File: src/rtl/aif_pkg.sv
package aif_pkg;

  typedef struct packed {
    logic [3:0] coding;
    logic [3:0] chans;
    logic [2:0] fs;
    logic [1:0] ss;
    logic [7:0] alloc;
    logic       dm_inh;
    logic [3:0] lsv;
  } aif_cfg_t;

  // Number of payload bytes that carry fields; the rest are zero.
  localparam int unsigned AIF_FIELD_BYTES = 5;

  // Payload byte k (1-based) from a captured configuration.
  function automatic logic [7:0] aif_db(input aif_cfg_t c, input int unsigned k);
    logic [3:0] cm1;
    cm1 = c.chans - 4'd1;
    case (k)
      1:       return {c.coding, 1'b0, cm1[2:0]};
      2:       return {3'b000, c.fs, c.ss};
      4:       return c.alloc;
      5:       return {c.dm_inh, c.lsv, 3'b000};
      default: return 8'h00;
    endcase
  endfunction

  // Byte that brings an 8-bit running sum to zero.
  function automatic logic [7:0] aif_csum(input logic [7:0] sum);
    return 8'h00 - sum;
  endfunction

endpackage

File: src/rtl/aif_payload_pack.sv
module aif_payload_pack
  import aif_pkg::*;
#(
  parameter int unsigned N_BYTES = 10
) (
  input  aif_cfg_t               cfg,
  output logic [N_BYTES*8-1:0]   payload
);

  for (genvar k = 0; k < N_BYTES; k++) begin : g_db
    if (k < AIF_FIELD_BYTES) begin : g_fld
      assign payload[k*8 +: 8] = aif_db(cfg, k + 1);
    end else begin : g_rsv
      assign payload[k*8 +: 8] = 8'h00;
    end
  end

endmodule

File: src/rtl/aif_checksum.sv
module aif_checksum
  import aif_pkg::*;
#(
  parameter int unsigned N_BYTES = 10,
  parameter logic [7:0]  HDR0    = 8'h84,
  parameter logic [7:0]  HDR1    = 8'h01,
  parameter logic [7:0]  HDR2    = 8'h0A
) (
  input  logic [N_BYTES*8-1:0] payload,
  output logic [7:0]           csum
);

  logic [7:0] acc;

  always_comb begin
    acc = HDR0 + HDR1 + HDR2;
    for (int i = 0; i < N_BYTES; i++) begin
      acc = acc + payload[i*8 +: 8];
    end
    csum = aif_csum(acc);
  end

endmodule

File: src/rtl/aif_seq.sv
module aif_seq #(
  parameter int unsigned TOTAL = 14,
  localparam int unsigned IDX_W = $clog2(TOTAL)
) (
  input  logic             clk,
  input  logic             rst_n,
  input  logic             start,
  input  logic             out_ready,
  output logic             out_valid,
  output logic             out_last,
  output logic             done,
  output logic             cap_en,
  output logic             csum_load,
  output logic             hs,
  output logic [IDX_W-1:0] byte_idx
);

  localparam logic [IDX_W-1:0] LAST_IDX = IDX_W'(TOTAL - 1);

  logic             busy_q;
  logic [IDX_W-1:0] idx_q;
  logic             done_q;
  logic             load_q;
  logic             fin;

  assign cap_en = start & ~busy_q;
  assign hs     = busy_q & out_ready;
  assign fin    = hs && (idx_q == LAST_IDX);

  always_ff @(posedge clk or negedge rst_n) begin
    if (!rst_n) begin
      busy_q <= 1'b0;
      idx_q  <= '0;
      done_q <= 1'b0;
      load_q <= 1'b0;
    end else begin
      done_q <= fin;
      load_q <= cap_en;
      if (cap_en) begin
        busy_q <= 1'b1;
        idx_q  <= '0;
      end else if (fin) begin
        busy_q <= 1'b0;
        idx_q  <= '0;
      end else if (hs) begin
        idx_q <= idx_q + 1'b1;
      end
    end
  end

  assign out_valid = busy_q;
  assign out_last  = busy_q && (idx_q == LAST_IDX);
  assign done      = done_q;
  assign csum_load = load_q;
  assign byte_idx  = idx_q;

endmodule

File: src/rtl/aud_infoframe_tx.sv
module aud_infoframe_tx
  import aif_pkg::*;
#(
  parameter logic [7:0]  PKT_TYPE    = 8'h84,
  parameter logic [7:0]  PKT_VER     = 8'h01,
  parameter int unsigned PAYLOAD_LEN = 10
) (
  input  logic       clk,
  input  logic       rst_n,
  input  logic       start,
  input  logic [3:0] cfg_coding,
  input  logic [3:0] cfg_chans,
  input  logic [2:0] cfg_fs,
  input  logic [1:0] cfg_ss,
  input  logic [7:0] cfg_alloc,
  input  logic       cfg_dm_inh,
  input  logic [3:0] cfg_lsv,
  input  logic       out_ready,
  output logic [7:0] out_data,
  output logic       out_valid,
  output logic       out_last,
  output logic       done
);

  localparam int unsigned HDR      = 3;
  localparam int unsigned CSUM_POS = HDR;
  localparam int unsigned TOTAL    = HDR + 1 + PAYLOAD_LEN;
  localparam int unsigned IDX_W    = $clog2(TOTAL);
  localparam logic [7:0]  LEN_BYTE = 8'(PAYLOAD_LEN);

  // Named internal events, visible to the bound checker.
  logic                     cap_en;
  logic                     csum_load;
  logic                     hs;
  logic [IDX_W-1:0]         byte_idx;
  logic [7:0]               csum_comb;
  logic [PAYLOAD_LEN*8-1:0] payload;

  aif_cfg_t   cfg_q;
  logic [7:0] csum_q;
  logic [7:0] data_mux;
  int         pidx;

  aif_seq #(.TOTAL(TOTAL)) u_seq (
    .clk       (clk),
    .rst_n     (rst_n),
    .start     (start),
    .out_ready (out_ready),
    .out_valid (out_valid),
    .out_last  (out_last),
    .done      (done),
    .cap_en    (cap_en),
    .csum_load (csum_load),
    .hs        (hs),
    .byte_idx  (byte_idx)
  );

  aif_payload_pack #(.N_BYTES(PAYLOAD_LEN)) u_pack (
    .cfg     (cfg_q),
    .payload (payload)
  );

  aif_checksum #(
    .N_BYTES (PAYLOAD_LEN),
    .HDR0    (PKT_TYPE),
    .HDR1    (PKT_VER),
    .HDR2    (LEN_BYTE)
  ) u_csum (
    .payload (payload),
    .csum    (csum_comb)
  );

  always_ff @(posedge clk or negedge rst_n) begin
    if (!rst_n) begin
      cfg_q  <= '0;
      csum_q <= 8'h00;
    end else begin
      if (cap_en) begin
        cfg_q <= '{coding: cfg_coding, chans: cfg_chans, fs: cfg_fs, ss: cfg_ss,
                   alloc: cfg_alloc, dm_inh: cfg_dm_inh, lsv: cfg_lsv};
      end
      if (csum_load) begin
        csum_q <= csum_comb;
      end
    end
  end

  always_comb begin
    pidx     = int'(byte_idx) - int'(HDR + 1);
    data_mux = 8'h00;
    if (byte_idx == IDX_W'(0)) begin
      data_mux = PKT_TYPE;
    end else if (byte_idx == IDX_W'(1)) begin
      data_mux = PKT_VER;
    end else if (byte_idx == IDX_W'(2)) begin
      data_mux = LEN_BYTE;
    end else if (byte_idx == IDX_W'(CSUM_POS)) begin
      data_mux = csum_q;
    end else if (pidx >= 0 && pidx < int'(PAYLOAD_LEN)) begin
      data_mux = payload[pidx*8 +: 8];
    end
  end

  assign out_data = out_valid ? data_mux : 8'h00;

endmodule

File: config.mk
export PLATFORM = sky130hd
export DESIGN_NAME = aud_infoframe_tx
export DESIGN_NICKNAME = d
export VERILOG_FILES = /design/src/rtl/aif_pkg.sv /design/src/rtl/aif_payload_pack.sv /design/src/rtl/aif_checksum.sv /design/src/rtl/aif_seq.sv /design/src/rtl/aud_infoframe_tx.sv
export SDC_FILE = /design/constraint.sdc
export NUM_CORES = 1
export LEC_CHECK = 0
export BUFFER_PORTS_ARGS = -buffer_cell sky130_fd_sc_hd__buf_4
export CAP_MARGIN = 25
export CORE_MARGIN = 1.5
export CORE_UTILIZATION = 25
export CTS_CLUSTER_SIZE = 20
export DETAILED_ROUTE_END_ITERATION = 10
export PLACE_DENSITY = 0.42
export SLEW_MARGIN = 20
export SYNTH_ARGS = -nofsm -noshare
export SYNTH_HDL_FRONTEND = slang
export SYNTH_SLANG_ARGS = --single-unit
File: constraint.sdc
create_clock -name clk -period 4.16 [get_ports clk]
set_clock_uncertainty 0.15 [all_clocks]
set_input_delay 0.832 -clock clk [delete_from_list [all_inputs] [get_ports clk]]
set_output_delay 0.832 -clock clk [all_outputs]
set_load 0.02 [all_outputs]
# Word-level counts from Yosys, hierarchy flattened
# Index checks and enable logic that the tools add are counted.
# Widths: inputs -> output; s select.
[word_totals]
regBits = 40
elab_cells = 47
in_bits = 30
out_inout_bits = 11
[classes]
n_addsub = 8
eq_ne = 4
shift = 1
muxes = 11
bitwise = 3
reduce_logical = 6
n_lt_le_gt_ge = 2
[op_table]
columns = ["op", "count"]
rows = [
  ["$shiftx 80x8->8", 1],
  ["$mux 8", 6],
  ["$add 8x8->8", 2],
  ["$mux 4", 3],
  ["$add 8x5->8", 1],
  ["$add 8x8->8 const A", 1],
  ["$eq 4x2->1 const B", 2],
  ["$sub 1x8->8 const A", 1],
  ["$ge 5x1->1 const B", 1],
  ["$lt 5x5->1 const B", 1],
  ["$sub 4x3->5 const B", 1],
  ["$add 4x1->4 const B", 1],
  ["$eq 4x1->1 const B", 1],
  ["$eq 4x4->1 const B", 1],
  ["$logic_not 4->1", 1],
  ["$logic_and 1x1->1", 3],
  ["$reduce_bool 3->1", 1],
  ["$sub 3x1->3 const B", 1],
  ["$and 1x1->1", 2],
  ["$mux 1", 2],
  ["$reduce_bool 2->1", 1],
  ["$not 1->1", 1],
]

# Depth between registers and ports, before layout
# Gate-level depths: netlist of the first run.
[logic_depth]
ltp_word = 9
ltp_mapped = 15
ltp_nobuf = 15

# By module
# Synthesis of the first run repeated with hierarchy kept, for this count alone.
[unflattened]
cells_unflattened = 486
hier_area_um2 = 4996.0
[modules_own_cells]
columns = ["module", "n_inst", "seq_area_each_um2", "area_each_um2", "cells_each"]
rows = [
  ["aud_infoframe_tx", 1, 850.8, 2213.4, 178],
  ["aif_checksum", 1, 0.0, 1830.5, 192],
  ["aif_payload_pack", 1, 0.0, 614.3, 83],
  ["aif_seq", 1, 175.2, 337.8, 33],
]

# Worst setup path after synthesis of the first run
# Ideal clock, no wire load.
[synth_timing]
path_type = "reg2reg"
start = "reg cfg_q[18] in the netlist's numbering"
end = "reg csum_q[7]"
setup_time_ps = 125
arrival_ps = 3139
path_stages_with_launch = 16
slack_ps = 746
synth_period_minus_slack_ps = 3414
n_path_buf = 0
t_required_ps = 3885
path_cell_list = "dfrtp_1 inv_1 ha_1 xor2_1 ha_1 inv_1 fa_1 inv_1 ha_1 inv_1 fa_1 a211oi_2 o21bai_1 a21oi_1 xnor2_1 mux2_2"
[synth_between]
elab_chain_cells = 6
[synth_lines]
columns = ["item", "line_no", "rtl"]
rows = [
  ["from (decl)", "aud_infoframe_tx.sv:39", "aif_cfg_t cfg_q;"],
  ["from (signal assigned)", "aud_infoframe_tx.sv:79", "cfg_q <= '{coding: cfg_coding, chans: cfg_chans, fs: cfg_fs, ss: cfg_ss,"],
  ["$sub 3x1->3", "n/a", ""],
  ["$add 8x8->8", "aif_checksum.sv:18", "acc = acc + payload[i*8 +: 8];"],
  ["$add 8x5->8", "aif_checksum.sv:18", ""],
  ["$add 8x8->8 (2 in series)", "aif_checksum.sv:18", ""],
  ["$sub 1x8->8", "aif_pkg.sv:31", "return 8'h00 - sum;"],
  ["to (signal assigned)", "aud_infoframe_tx.sv:83", "csum_q <= csum_comb;"],
  ["to (decl)", "aud_infoframe_tx.sv:40", "logic [7:0] csum_q;"],
]
# Every way passes these cells.
# A chain may end at the register's enable or synchronous reset.

# Worst setup path in the final report of the first run
[layout_timing]
start = "reg u_seq.idx_q[2] (netlist: u_seq.byte_idx[2])"
end = "out out_data[2]"
[layout_between]
elab_chain_cells = 9
word_cells_on_any_way = 15
cone_classes = "add/sub (1); order compare (2); eq/ne (3); shift (1); mux (6); reduce/logical (2)"
[layout_lines]
columns = ["item", "line_no", "rtl"]
rows = [
  ["from (decl)", "aif_seq.sv:21", "logic [IDX_W-1:0] idx_q;"],
  ["from (signal assigned)", "aif_seq.sv:46", "idx_q <= idx_q + 1'b1;"],
  ["parallel branches: the longest is 7 deep, another holds $sub 4x3->5", "n/a", ""],
  ["$mux 8 *", "aud_infoframe_tx.sv:91", "if (byte_idx == IDX_W'(0)) begin"],
  ["$mux 8 *", "aud_infoframe_tx.sv:104", "assign out_data = out_valid ? data_mux : 8'h00;"],
  ["to (decl)", "aud_infoframe_tx.sv:19", "output logic [7:0] out_data,"],
]
# Mark *: on every way between the ends.

==> results of run 1 <==
through the flow:
stage / std cells / utilization (%)
after floorplan: 264 / -
after global placement: 429 / 29.8
after detailed placement: 429 / 29.8
after CTS: 437 / 30.7
after global routing: 437 / 30.7
final: 437 / 30.7
final timing paths:
kind | cells past startpoint | end
min reg2reg | 2 | csum_q[6]
max | 8 | out_data[2]
min in group asynchronous | 1 | u_seq.byte_idx[0]
max reg2reg | 14 | csum_q[7]
max in group asynchronous | 1 | cfg_q[8]
min | 2 | csum_q[6]
Yosys cell counts, types with 2 or more instances:
library cell and number:
a211oi_2 2, a21o_1 4, a21oi_1 14, a22oi_1 5
a31oi_1 3, and3_1 2, buf_2 7, buf_6 2
dfrtp_1 40, fa_1 9, ha_1 24, inv_1 30
mux2_2 26, mux2i_1 2, nand2_1 21, nand2b_1 5
nand3_1 4, nand3b_1 3, nand4_1 2, nor2_1 8
nor3_1 2, nor4b_1 2, o211ai_1 2, o21ai_0 17
o21ai_1 2, o22ai_1 2, xnor2_1 6, xor2_1 2
logic make-up (layout without fill, tap and decap cells):
group | Yosys count | in the layout
fa+ha+maj | 33 | 33
xor+xnor | 8 | 8
buf+inv | 42 | 79
simple gates | 54 | 54
flops | 40 | 40
mux | 28 | 28
compound gates | 59 | 59
flip-flops by register name (all words and copies together), names as in the netlist:
register and cells:
u_seq.csum_load 1, u_seq.done 1, csum_q 8, cfg_q 25
u_seq.byte_idx 4, u_seq.out_valid 1
metal layers:
metal	part of all wire, %	track usage, %	up-vias
met2	42	17.9	37
li1	-	-	988
met5	0	0	-
met4	1.5	3.71	0
met1	52	17.3	954
met3	3.8	2.55	7
layout by cell type (no fill, tap or decap), types with 2 or more instances in the layout:
cell	n
mux2_2	26
nor3_1	2
a21o_1	4
and3_1	2
nand2_1	21
inv_1	30
fa_1	9
a211oi_2	2
o21ai_1	2
dfrtp_1	40
xnor2_1	6
a21oi_1	14
nor4b_1	2
buf_4	40
o21ai_0	17
xor2_1	2
a22oi_1	5
o211ai_1	2
o22ai_1	2
nor2_1	8
clkbuf_1	2
mux2i_1	2
ha_1	24
nand3_1	4
nand2b_1	5
nand4_1	2
clkbuf_8	6
a31oi_1	3
nand3b_1	3
critical path, stage by stage (launching register included):
cell	delay [ps]
dfrtp_1	590
inv_1	230
ha_1	350
and2_4	230
a2111o_1	440
o21ai_1	210
nand2_1	110
a21oi_2	150
buf_4	150
area by class of cell:
| class | count | area, um^2 |
|---|---|---|
| Tap cell | 136 | 170 |
| Timing Repair Buffer | 40 | 300 |
| Multi-Input combinational cell | 182 | 1520 |
| Fill cell | 1103 | 7220 |
| Sequential cell | 40 | 1000 |
| Inverter | 31 | 116 |
| Clock buffer | 8 | 90.1 |
==> reports/qor.txt, run 1 <==
Crit start category: flip-flop
Grt total ovfl: 0
Final ANT Viol Nets: 0
Clk slew on worst S/H paths: 80 ps
Avg Cell Area, Syn: 10.2 um^2
Worst slew margin: 54.9%
Area share of the largest cell type after synthesis: 37.1%
Hold WC Path Type: flip-flop to flip-flop
Clock sink count: 40
Synth Area in XOR/XNOR: 2.59%
Residual DRC: 0
Critical Path Sink Type: output pin
Adder-cell share of the synthesized area: 17.8%
CORE AREA: 0.0104 mm^2
Post-synthesis compound-gate area fraction: 13.9%
Post-route setup TNS: 0 ps
Row count: 37
First-pass GRT wire length: 10,600 um
Crit. Startpoint: u_seq.byte_idx[2]
Setup-failing EPs final: 0
Simple-Gate Fraction of Synth Area: 10.2%
CTS Buf Count: 5
Yosys reg bits: 40
Post-route minimum period: 3730 ps
Initial core utilization: 25.9%
Distinct cells, synth: 44
Pin count of the biggest net entering global routing: 41
WP data required: 3180 ps
WP data arrival: 2750 ps
Finished Cell Area: 0.00319 mm^2
Cell area after placement: 0.00310 mm^2
I/O pins: 41
Register area share after synthesis: 37.1%
Status: finished clean
DP Worst Slack: 569 ps
Cell Area, Synth: 0.00270 mm^2
Die Y: 107 um
Fin. Hold Viols: 0
Synthesis warning total: 0
CTS tree: yes
Routed len/inst: 14.4 um
RSZ-0062 raised after global routing: no
Max Slew Vio Count: 0
Area growth, synth to finish: 18.3%
Synth Net Count: 327
Skew-Pair Late Insertion Delay: 290 ps
Post-route worst setup slack: 427 ps
Total die area: 0.0114 mm^2
Clk root buf: clkbuf_8
Tcrit/Tclk final: 89.7%
Mux share of post-synthesis cell area: 11.6%
Max clock buf depth: 2
Total GRT Usage: 12.0%
Hpwl dp: 4780 um
EDFF count, synth: 0
Layout Nets: 363
HP Start: csum_q[6]
Layout cells sized above 1: 26.2%
Final wirelength: 6310 um
Setup CP Type: flip-flop to output pin
Post-CTS setup buffer count: 0
Post-CTS resize count: 0
Reg2Reg Setup Slack: 570 ps
Initial antenna violation count: 0
MaxCap Viol Count: 0
Hold Buf Count CTS: 0
Die X-Extent: 107 um
Critical R2R Launch: cfg_q[18]
Port bufs: 39
Top cells by area, synth: dfrtp_1 (37%), ha_1 (11%), mux2_2 (11%), fa_1 (6.7%), inv_1 (4.2%)
1st-iter DRT viols: 53
Via count of the first global-routing pass: 2,055
Worst-Margin Slew: 676 ps
Fraction of registers with async set/reset: 100%
Largest family of logic cells by synthesized area: adder cells
RePlAce Congestion: 0.739
CTS H-tree depth: 2
Pre-antenna DRT Iters: 4
Gate count after technology mapping: 264
Vias/cell: 4.54
Max Clk Rate: 268 MHz
N_diodes: 0
Hold Slack: 350 ps
CP Max Fanout: 13
Via Count: 1,986
Area leader, netlist: dfrtp_1
Top_reg_cell synth: dfrtp_1
Power of run 1 is not shown: default switching activity piles up to over one toggle a cycle in this logic, so the estimate is an artifact.
==> inputs of run 2 (changes only) <==
PLACE_DENSITY = 0.44   (was 0.42)
clock period = 3.4 ns   (was 4.16 ns; I/O delays follow)
==> run 2 against run 1 <==
Count of clock-buffer cells in the layout down 2. Global-route usage decreased by 0.17 points. Final cell count up 2.3%. Core utilization up 1.3 points. Non-clock buffer count up 11. Via count grew 0.40%. Worst hold slack worse by 130 ps. Critical path type is now flip-flop to flip-flop. Highest routed layer unchanged.
==> reports/qor.txt, run 2 (synthesis gave the netlist of run 1 again) <==
Initial core utilization: 25.9% (unchanged)
Total GRT Usage: 11.9% (was 12.0%)
CTS H-tree depth: 2 (unchanged)
Commonest non-fill, non-tap cells in the layout: buf_4 (51), dfrtp_1 (40), inv_1 (26) (was dfrtp_1 (40), buf_4 (40), inv_1 (30))
Vias/cell: 4.46 (was 4.54)
Via count of the first global-routing pass: 2,012 (was 2,055)
Total die area: 0.0114 mm^2 (unchanged)
CP Max Fanout: 2 (was 13)
Max Clk Rate: 298 MHz
First-pass GRT wire length: 10,500 um (was 10,600 um)
WP data arrival: 3380 ps (was 2750 ps)
Layout Nets: 374 (was 363)
Layout cells sized above 1: 32.8% (was 26.2%)
Hpwl dp: 4790 um (was 4780 um)
RePlAce Congestion: 0.726 (was 0.739)
Die X-Extent: 107 um (unchanged)
Post-route worst setup slack: 48.7 ps (was 427 ps)
1st-iter DRT viols: 63 (was 53)
Final ANT Viol Nets: 0 (unchanged)
CTS tree: yes (unchanged)
CORE AREA: 0.0104 mm^2 (unchanged)
Max Slew Vio Count: 0 (unchanged)
Routed len/inst: 14.3 um (was 14.4 um)
Die Y: 107 um (unchanged)
Pre-antenna DRT Iters: 4 (unchanged)
Setup-failing EPs final: 0 (unchanged)
Via Count: 1,994 (was 1,986)
Commonest non-fill, non-tap cell in the layout: buf_4
WP data required: 3430 ps (was 3180 ps)
CTS Buf Count: 5 (unchanged)
Hold Slack: 218 ps (was 350 ps)
Critical Path Sink Type: flip-flop (was output pin)
Clk root buf: clkbuf_8 (unchanged)
Max reg flops: 25 (unchanged)
Fin. Hold Viols: 0 (unchanged)
N_diodes: 0 (unchanged)
Pin count of the biggest net entering global routing: 41 (unchanged)
Largest reg by FF count: cfg_q (unchanged)
Post-route minimum period: 3350 ps
Status: finished clean (unchanged)
Clk slew on worst S/H paths: 80 ps (about the same)
Area growth, synth to finish: 23.2% (was 18.3%)
I/O pins: 41 (unchanged)
Max clock buf depth: 2 (unchanged)
Row count: 37 (unchanged)
Crit start category: flip-flop (unchanged)
Worst slew margin: 63.5% (was 54.9%)
Skew-Pair Late Insertion Delay: 290 ps (about the same)
Tcrit/Tclk final: 98.6%
Hold WC Path Type: input pin to async pin (was flip-flop to flip-flop)
RSZ-0062 raised after global routing: yes (was no)
Fill cells: 1,101 (was 1,103)
Final wirelength: 6380 um (was 6310 um)
Residual DRC: 0 (unchanged)
DP Worst Slack: -102 ps (was 569 ps)
Post-CTS setup buffer count: 0 (unchanged)
Worst-Margin Slew: 548 ps (was 676 ps)
Grt total ovfl: 0 (unchanged)
Clock sink count: 40 (unchanged)
Setup CP Type: flip-flop to flip-flop (was flip-flop to output pin)
Port bufs: 39 (unchanged)
Initial antenna violation count: 0 (unchanged)
MaxCap Viol Count: 0 (unchanged)
==> run 2: repair_timing <==
item	in CTS	in global routing
setup endpoints to repair	3	3
hold buffers	0	0
pin swaps	8	15
hold endpoints to repair	0	0
resized for setup	7	6
==> run 2: cell type report <==
class	count	area, um^2	share of cell area [%]
multi-input cells	182	1580	47.4
inverters	31	116	3.50
clock inverters	1	5.00	0.150
well taps	136	170	5.12
repair buffers	51	383	11.5
clock buffers	6	72.6	2.18
flip-flops and latches	40	1000	30.1
==> run 2: metal layers <==
| layer | wire [um] | track usage, % | part of all wire, % | vias to the layer above |
|---|---|---|---|---|
| met5 | 0 | 0 | 0 | - |
| met4 | 75 | 3.14 | 1.2 | 0 |
| met3 | 220 | 1.95 | 3.4 | 5 |
| met2 | 2740 | 18.1 | 43 | 36 |
| met1 | 3350 | 17.3 | 52 | 947 |
| li1 | - | - | - | 1006 |
==> run 2: worst paths after layout <==
kind	slack, ps	end	cells past startpoint	start
worst max-delay path	50	csum_q[7]	14	cfg_q[19]
worst min-delay path	220	u_seq.out_valid	1	rst_n
worst max register to register	50	csum_q[7]	14	cfg_q[19]
worst min register to register	370	csum_q[2]	1	csum_q[2]
max in group asynchronous	2500	cfg_q[18]	1	rst_n
min in group clk	370	csum_q[2]	1	csum_q[2]
==> run 2: per-stage QoR <==
step / TNS (ps) / utilization, % / instance area [um^2] / instances
6_report: 0 / 31.9 / 3330 / 447
3_5_place_dp: -180 / 30.6 / 3190 / 440
5_1_grt: -115 / 31.9 / 3330 / 447
3_3_place_gp: -143 / 30.6 / 3190 / 440
4_1_cts: -55.5 / 31.6 / 3290 / 447
2_1_floorplan: 0 / - / 2700 / 264
==> run 2: worst max-delay path, cell delays in order (launching register included) <==
cell	delay [ps]
dfrtp_1	360
inv_1	110
ha_4	210
inv_2	50
fa_1	410
ha_1	290
inv_1	40
ha_1	270
ha_2	190
fa_2	350
a211oi_2	210
o21bai_1	130
a21oi_2	160
xnor2_1	70
mux2_4	250
Power of run 2 is left out for the same reason.
